$ cat src/rtl/sc_pkg.sv
package sc_pkg;
  localparam logic [5:0] OP_REG = 6'b000000;
  localparam logic [5:0] OP_LW  = 6'b100011;
  localparam logic [5:0] OP_SW  = 6'b101011;
  localparam logic [5:0] OP_BEQ = 6'b000100;

  localparam logic [5:0] FN_ADD = 6'b100000;
  localparam logic [5:0] FN_SUB = 6'b100010;
  localparam logic [5:0] FN_AND = 6'b100100;
  localparam logic [5:0] FN_OR  = 6'b100101;
  localparam logic [5:0] FN_SLT = 6'b101010;

  typedef enum logic [2:0] {
    ALU_ADD,
    ALU_SUB,
    ALU_AND,
    ALU_OR,
    ALU_SLT
  } alu_op_e;

  typedef struct packed {
    logic    reg_we;   // write the register file
    logic    dst_rd;   // destination from bits [15:11] instead of [20:16]
    logic    src_imm;  // ALU second operand is the extended immediate
    logic    wb_mem;   // write back load data instead of ALU result
    logic    mem_we;   // store strobe
    logic    branch;   // conditional branch on equality
    alu_op_e alu_op;
  } ctrl_t;
endpackage

$ cat src/rtl/sc_decode.sv
module sc_decode
  import sc_pkg::*;
(
  input  logic [5:0] op,
  input  logic [5:0] funct,
  input  logic [4:0] shamt,
  output ctrl_t      ctrl
);
  always_comb begin
    ctrl = '{reg_we: 1'b0, dst_rd: 1'b0, src_imm: 1'b0, wb_mem: 1'b0,
             mem_we: 1'b0, branch: 1'b0, alu_op: ALU_ADD};
    case (op)
      OP_REG: begin
        if (shamt == 5'd0) begin
          case (funct)
            FN_ADD:  begin ctrl.reg_we = 1'b1; ctrl.dst_rd = 1'b1; ctrl.alu_op = ALU_ADD; end
            FN_SUB:  begin ctrl.reg_we = 1'b1; ctrl.dst_rd = 1'b1; ctrl.alu_op = ALU_SUB; end
            FN_AND:  begin ctrl.reg_we = 1'b1; ctrl.dst_rd = 1'b1; ctrl.alu_op = ALU_AND; end
            FN_OR:   begin ctrl.reg_we = 1'b1; ctrl.dst_rd = 1'b1; ctrl.alu_op = ALU_OR;  end
            FN_SLT:  begin ctrl.reg_we = 1'b1; ctrl.dst_rd = 1'b1; ctrl.alu_op = ALU_SLT; end
            default: ;
          endcase
        end
      end
      OP_LW: begin
        ctrl.reg_we  = 1'b1;
        ctrl.src_imm = 1'b1;
        ctrl.wb_mem  = 1'b1;
      end
      OP_SW: begin
        ctrl.src_imm = 1'b1;
        ctrl.mem_we  = 1'b1;
      end
      OP_BEQ: begin
        ctrl.branch = 1'b1;
        ctrl.alu_op = ALU_SUB;
      end
      default: ;
    endcase
  end
endmodule

$ cat src/rtl/sc_alu.sv
module sc_alu
  import sc_pkg::*;
#(
  parameter int XLEN = 32
) (
  input  logic [XLEN-1:0] a,
  input  logic [XLEN-1:0] b,
  input  alu_op_e         op,
  output logic [XLEN-1:0] y,
  output logic            zero
);
  always_comb begin
    case (op)
      ALU_ADD: y = a + b;
      ALU_SUB: y = a - b;
      ALU_AND: y = a & b;
      ALU_OR:  y = a | b;
      ALU_SLT: y = ($signed(a) < $signed(b)) ? XLEN'(1) : '0;
      default: y = '0;
    endcase
  end

  assign zero = (y == '0);
endmodule

$ cat src/rtl/sc_regfile.sv
module sc_regfile #(
  parameter int XLEN = 32,
  parameter int NREG = 32,
  localparam int AW  = $clog2(NREG)
) (
  input  logic            clk,
  input  logic            we,
  input  logic [AW-1:0]   wa,
  input  logic [XLEN-1:0] wd,
  input  logic [AW-1:0]   ra1,
  input  logic [AW-1:0]   ra2,
  output logic [XLEN-1:0] rd1,
  output logic [XLEN-1:0] rd2
);
  logic [XLEN-1:0] mem [NREG];

  // Write-only clocked process with no reset keeps the array RAM-mappable.
  always_ff @(posedge clk) begin
    if (we && (wa != '0)) begin
      mem[wa] <= wd;
    end
  end

  assign rd1 = (ra1 == '0) ? '0 : mem[ra1];
  assign rd2 = (ra2 == '0) ? '0 : mem[ra2];
endmodule

$ cat src/rtl/sc_cpu.sv
module sc_cpu
  import sc_pkg::*;
#(
  parameter int              XLEN     = 32,
  parameter int              NREG     = 32,
  parameter logic [XLEN-1:0] RESET_PC = '0
) (
  input  logic            clk,
  input  logic            rst,
  output logic [XLEN-1:0] imem_addr,
  input  logic [31:0]     imem_rdata,
  output logic [XLEN-1:0] dmem_addr,
  output logic [XLEN-1:0] dmem_wdata,
  output logic            dmem_we,
  input  logic [XLEN-1:0] dmem_rdata
);
  localparam int AW = $clog2(NREG);

  logic [XLEN-1:0] pc;
  ctrl_t           ctrl;
  logic [AW-1:0]   rs_idx, rt_idx, rd_idx, wr_idx;
  logic [XLEN-1:0] imm_ext, rs_data, rt_data, alu_b, alu_y, wb_data;
  logic [XLEN-1:0] pc_seq, pc_br;
  logic            alu_zero, br_taken;

  assign imem_addr = pc;
  assign rs_idx    = imem_rdata[21 +: AW];
  assign rt_idx    = imem_rdata[16 +: AW];
  assign rd_idx    = imem_rdata[11 +: AW];
  assign imm_ext   = {{(XLEN-16){imem_rdata[15]}}, imem_rdata[15:0]};

  sc_decode dec_i (
    .op    (imem_rdata[31:26]),
    .funct (imem_rdata[5:0]),
    .shamt (imem_rdata[10:6]),
    .ctrl  (ctrl)
  );

  assign wr_idx  = ctrl.dst_rd ? rd_idx : rt_idx;
  assign wb_data = ctrl.wb_mem ? dmem_rdata : alu_y;

  sc_regfile #(.XLEN(XLEN), .NREG(NREG)) rf_i (
    .clk (clk),
    .we  (ctrl.reg_we & ~rst),
    .wa  (wr_idx),
    .wd  (wb_data),
    .ra1 (rs_idx),
    .ra2 (rt_idx),
    .rd1 (rs_data),
    .rd2 (rt_data)
  );

  assign alu_b = ctrl.src_imm ? imm_ext : rt_data;

  sc_alu #(.XLEN(XLEN)) alu_i (
    .a    (rs_data),
    .b    (alu_b),
    .op   (ctrl.alu_op),
    .y    (alu_y),
    .zero (alu_zero)
  );

  assign dmem_addr  = alu_y;
  assign dmem_wdata = rt_data;
  assign dmem_we    = ctrl.mem_we & ~rst;

  assign pc_seq   = pc + XLEN'(4);
  assign pc_br    = pc_seq + {imm_ext[XLEN-3:0], 2'b00};
  assign br_taken = ctrl.branch & alu_zero;

  always_ff @(posedge clk) begin
    if (rst) begin
      pc <= RESET_PC;
    end else begin
      pc <= br_taken ? pc_br : pc_seq;
    end
  end
endmodule

$ cat config.mk
export PLATFORM = sky130hd
export DESIGN_NAME = sc_cpu
export DESIGN_NICKNAME = d
export VERILOG_FILES = /design/src/rtl/sc_pkg.sv /design/src/rtl/sc_decode.sv /design/src/rtl/sc_alu.sv /design/src/rtl/sc_regfile.sv /design/src/rtl/sc_cpu.sv
export SDC_FILE = /design/constraint.sdc
export NUM_CORES = 2
export LEC_CHECK = 0
export BUFFER_PORTS_ARGS = -buffer_cell sky130_fd_sc_hd__buf_4
export CORE_MARGIN = 4
export CORE_UTILIZATION = 34
export DETAILED_ROUTE_END_ITERATION = 16
export GPL_TIMING_DRIVEN = 1
export PLACE_DENSITY_LB_ADDON = 0.1
export SYNTH_ARGS = -nofsm -noshare
export SYNTH_HDL_FRONTEND = slang
export SYNTH_HIERARCHICAL = 1
export SYNTH_SLANG_ARGS = --single-unit
export TNS_END_PERCENT = 50
$ cat constraint.sdc
create_clock -name clk -period 9.2 [get_ports clk]
set_clock_uncertainty 0.15 [all_clocks]
set_input_delay 1.38 -clock clk [delete_from_list [all_inputs] [get_ports clk]]
set_output_delay 1.38 -clock clk [all_outputs]
set_load 0.05 [all_outputs]
==> key figures <==
Die
  – Die footprint: around 180000 um^2
  – Initial core utilization: 0.343
  – Die Width: ~420 um
  – Core Footprint: 167000 um^2
  – Top Ports: ~160
  – Std-Cell Rows: 150
  – Die height: ~420 um

Global routing
  – Congestion Overflow GR: 0
  – GRT Util Overall: 0.258
  – Initial antenna violation count: 12
  – Vias in the first global route: about 39k
  – Pin count of the biggest net entering global routing: 79
  – First-pass GRT wire length: about 320000 um

Critical path
  – Setup crit start kind: input pin
  – Worst Path Required: roughly 7.7 ns
  – Critical path peak fanout: 21
  – CP endpoint kind: output port
  – Crit path DAT: 7.33 ns
  – Worst R2R Setup Slack: about 2.1 ns
  – Worst Path Class, Setup: input pin to output port

Final layout
  – Layout cells sized above 1: 0.255
  – Final net count: around 4.4k
  – Fin cells: roughly 6.5k
  – Commonest non-fill, non-tap cell in the layout: edfxtp_1
  – Most frequent cells in the layout: 1024 x edfxtp_1, 380 x buf_4, 332 x mux2i_1
  – Area grow syn2layout: 15.2%
  – Design area: roughly 66000 um^2

Worst hold path
  – Hold Crit Class: flop to flop

Timing
  – Tcrit/Tclk final: 0.963
  – Final setup TNS: 0 ns
  – Actual slew at the worst max-slew pin: approximately 1.3 ns
  – Setup violators final: 0
  – RSZ-0062 raised after global routing: false
  – Final hold violations: 0
  – Post-route minimum period: 8.86 ns
  – WHS: between 0.5 and 0.6 ns
  – Post-route setup slack: 0.337 ns
  – Max Clock Freq: about 110 MHz
  – Max-slew violation count: 0
  – Normalized max-slew margin: 0.129

Pwr
  – Cell area power density: around 210 nW/um^2
  – VDD IR max: between 0.15 and 0.2 mV
  – LEAKAGE: 0.0228 uW

Clock tree
  – Clock Tree Buf Depth: 3
  – CTS root buffer: clkbuf_16
  – Clock H-tree levels: 3
  – CTS buffer count: between 100 and 150
  – Clk Latency, worst-skew pair: approximately 0.77 ns
  – CTS resizes: 0
  – Clk pin slew, worst setup/hold paths: 0.06 ns
  – Clock Sinks: between 1k and 1.5k
  – Total setup buffers inserted after CTS: 0
  – CTS tree: yes
  – Cts hold-fix bufs: 0

Route
  – Total via count in the routed design: around 40k
  – Total routed wirelength: 230000 um
  – DRT iter0 DRCs: about 4.5k
  – TritonRoute pass-1 iters: 6
  – Antenna Violating Nets Remaining: 0
  – DRC: 0
  – Vias per cell: slightly above 6
  – WL/cell: about 36 um

Synth
  – Post-synthesis register bit count: approximately 1.1k
  – EDFF count, synth: roughly 1k
  – Top cells by area, synth: edfxtp_1 54%, mux4_2 12%, mux2i_1 5.8%
  – Post-synthesis sequential area ratio: 0.546
  – Ys flop type: edfxtp_1
  – Synth warnings: 6
  – Synth Cell Area: ~57000 um^2
  – Post-synth top area share: 0.536
  – Post-Syn Instances: 3925
  – Synth area leader: edfxtp_1
  – Asr flop ratio synth: 0
  – Distinct cells, synth: 99
  – Syn_area_per_cell: between 10 and 15 um^2

Place
  – PortBufs: 160
  – Post-Place Cells: 6273
  – Placer's final routability congestion estimate: between 0.9 and 1
  – DP Area: ~62000 um^2
  – DP Worst Slack: 0.260 ns
  – DP HPWL: between 100000 and 150000 um

Job
  – Max cap viols: 0

Run status
  – Status: finished, final reports clean
==> layer usage <==
| metal | part of all wire | track usage |
|---|---|---|
| met5 | 0.000082 | 0 |
| met2 | 0.46 | 0.415 |
| met1 | 0.42 | 0.351 |
| met3 | 0.078 | 0.0464 |
| met4 | 0.035 | 0.0891 |
==> flip-flops by register name, summed over array words and instances (netlist names) <==
signal and cells:
rf_i/mem 1024, imem_addr 30
==> critical path, cell delays in order <==
cell and delay, ns:
buf_6 0.28, or3b_4 0.61, buf_4 0.27, o221ai_1 0.21, a21oi_1 0.09, a211oi_1 0.62, buf_4 0.25, mux2_2 0.17
inv_1 0.06, ha_1 0.46, o211ai_1 0.18, o211ai_1 0.47, a31o_2 0.28, a21oi_1 0.13, o311ai_0 0.86, nand3_1 0.16
o221ai_1 0.15, xnor2_1 0.10, o22ai_1 0.26, buf_4 0.26
==> power by group <==
group	leakage (uW)	total (uW)	internal, uW	switching (uW)
Combinational	0.0116	3370	941	2430
Clock	0.00180	4640	2620	2020
Sequential	0.00947	6060	6030	26.3
==> cells by family after synthesis <==
| group | Yosys count | share of synthesized area |
|---|---|---|
| AOI/OAI and AO/OA | 796 | 0.0990 |
| xor gates and xnor gates | 66 | 0.0101 |
| DFF | 1054 | 0.546 |
| muxes | 800 | 0.222 |
| buffers and inverters | 414 | 0.0339 |
| other | 2 | 0.000131 |
| adders and majority gates | 145 | 0.0320 |
| and+or+nand+nor | 648 | 0.0565 |
==> area by class of cell <==
type                       count  area (um^2)
fill                       15690       101000
sequential                  1054        31400
multi-input combinational   2489        24600
timing repair buffer         403         3280
clock buffer                 134         2970
tap                         2204         2760
clock inverter                79          732
inverter                     123          464
antenna                        2         5.00
==> cell usage after synthesis (45+ instances only) <==
library cell,instances
edfxtp_1,1024
mux2i_1,332
mux4_2,298
nand2_1,181
nor2_1,162
a21oi_1,153
clkbuf_1,142
ha_1,142
o21ai_0,132
inv_1,121
mux2_2,116
a211oi_1,98
buf_2,68
o221ai_1,68
a22oi_1,65
nand4_1,55
buf_4,54
mux4_1,54
nor2b_1,49
xnor2_1,45
==> path summary, 6_finish.rpt <==
| kind | from | to | depth (start not counted) |
|---|---|---|---|
| hold / removal | imem_addr[27]$_SDFF_PP0_ | imem_addr[27]$_SDFF_PP0_ | 3 |
| setup reg to reg | rf_i/mem[14][3]$_DFFE_PP_ | imem_addr[27]$_SDFF_PP0_ | 25 |
| hold reg to reg | imem_addr[27]$_SDFF_PP0_ | imem_addr[27]$_SDFF_PP0_ | 3 |
| setup / recovery | imem_rdata[17] | dmem_addr[28] | 20 |
==> stage by stage <==
| step | power [uW] | utilization |
|---|---|---|
| after floorplan | 8070 | - |
| after global placement | 9490 | 0.373 |
| after detailed placement | 9490 | 0.373 |
| after CTS | 14100 | 0.395 |
| after global routing | 14500 | 0.395 |
| final | 14100 | 0.395 |
Power figures use the tool's default switching activity.
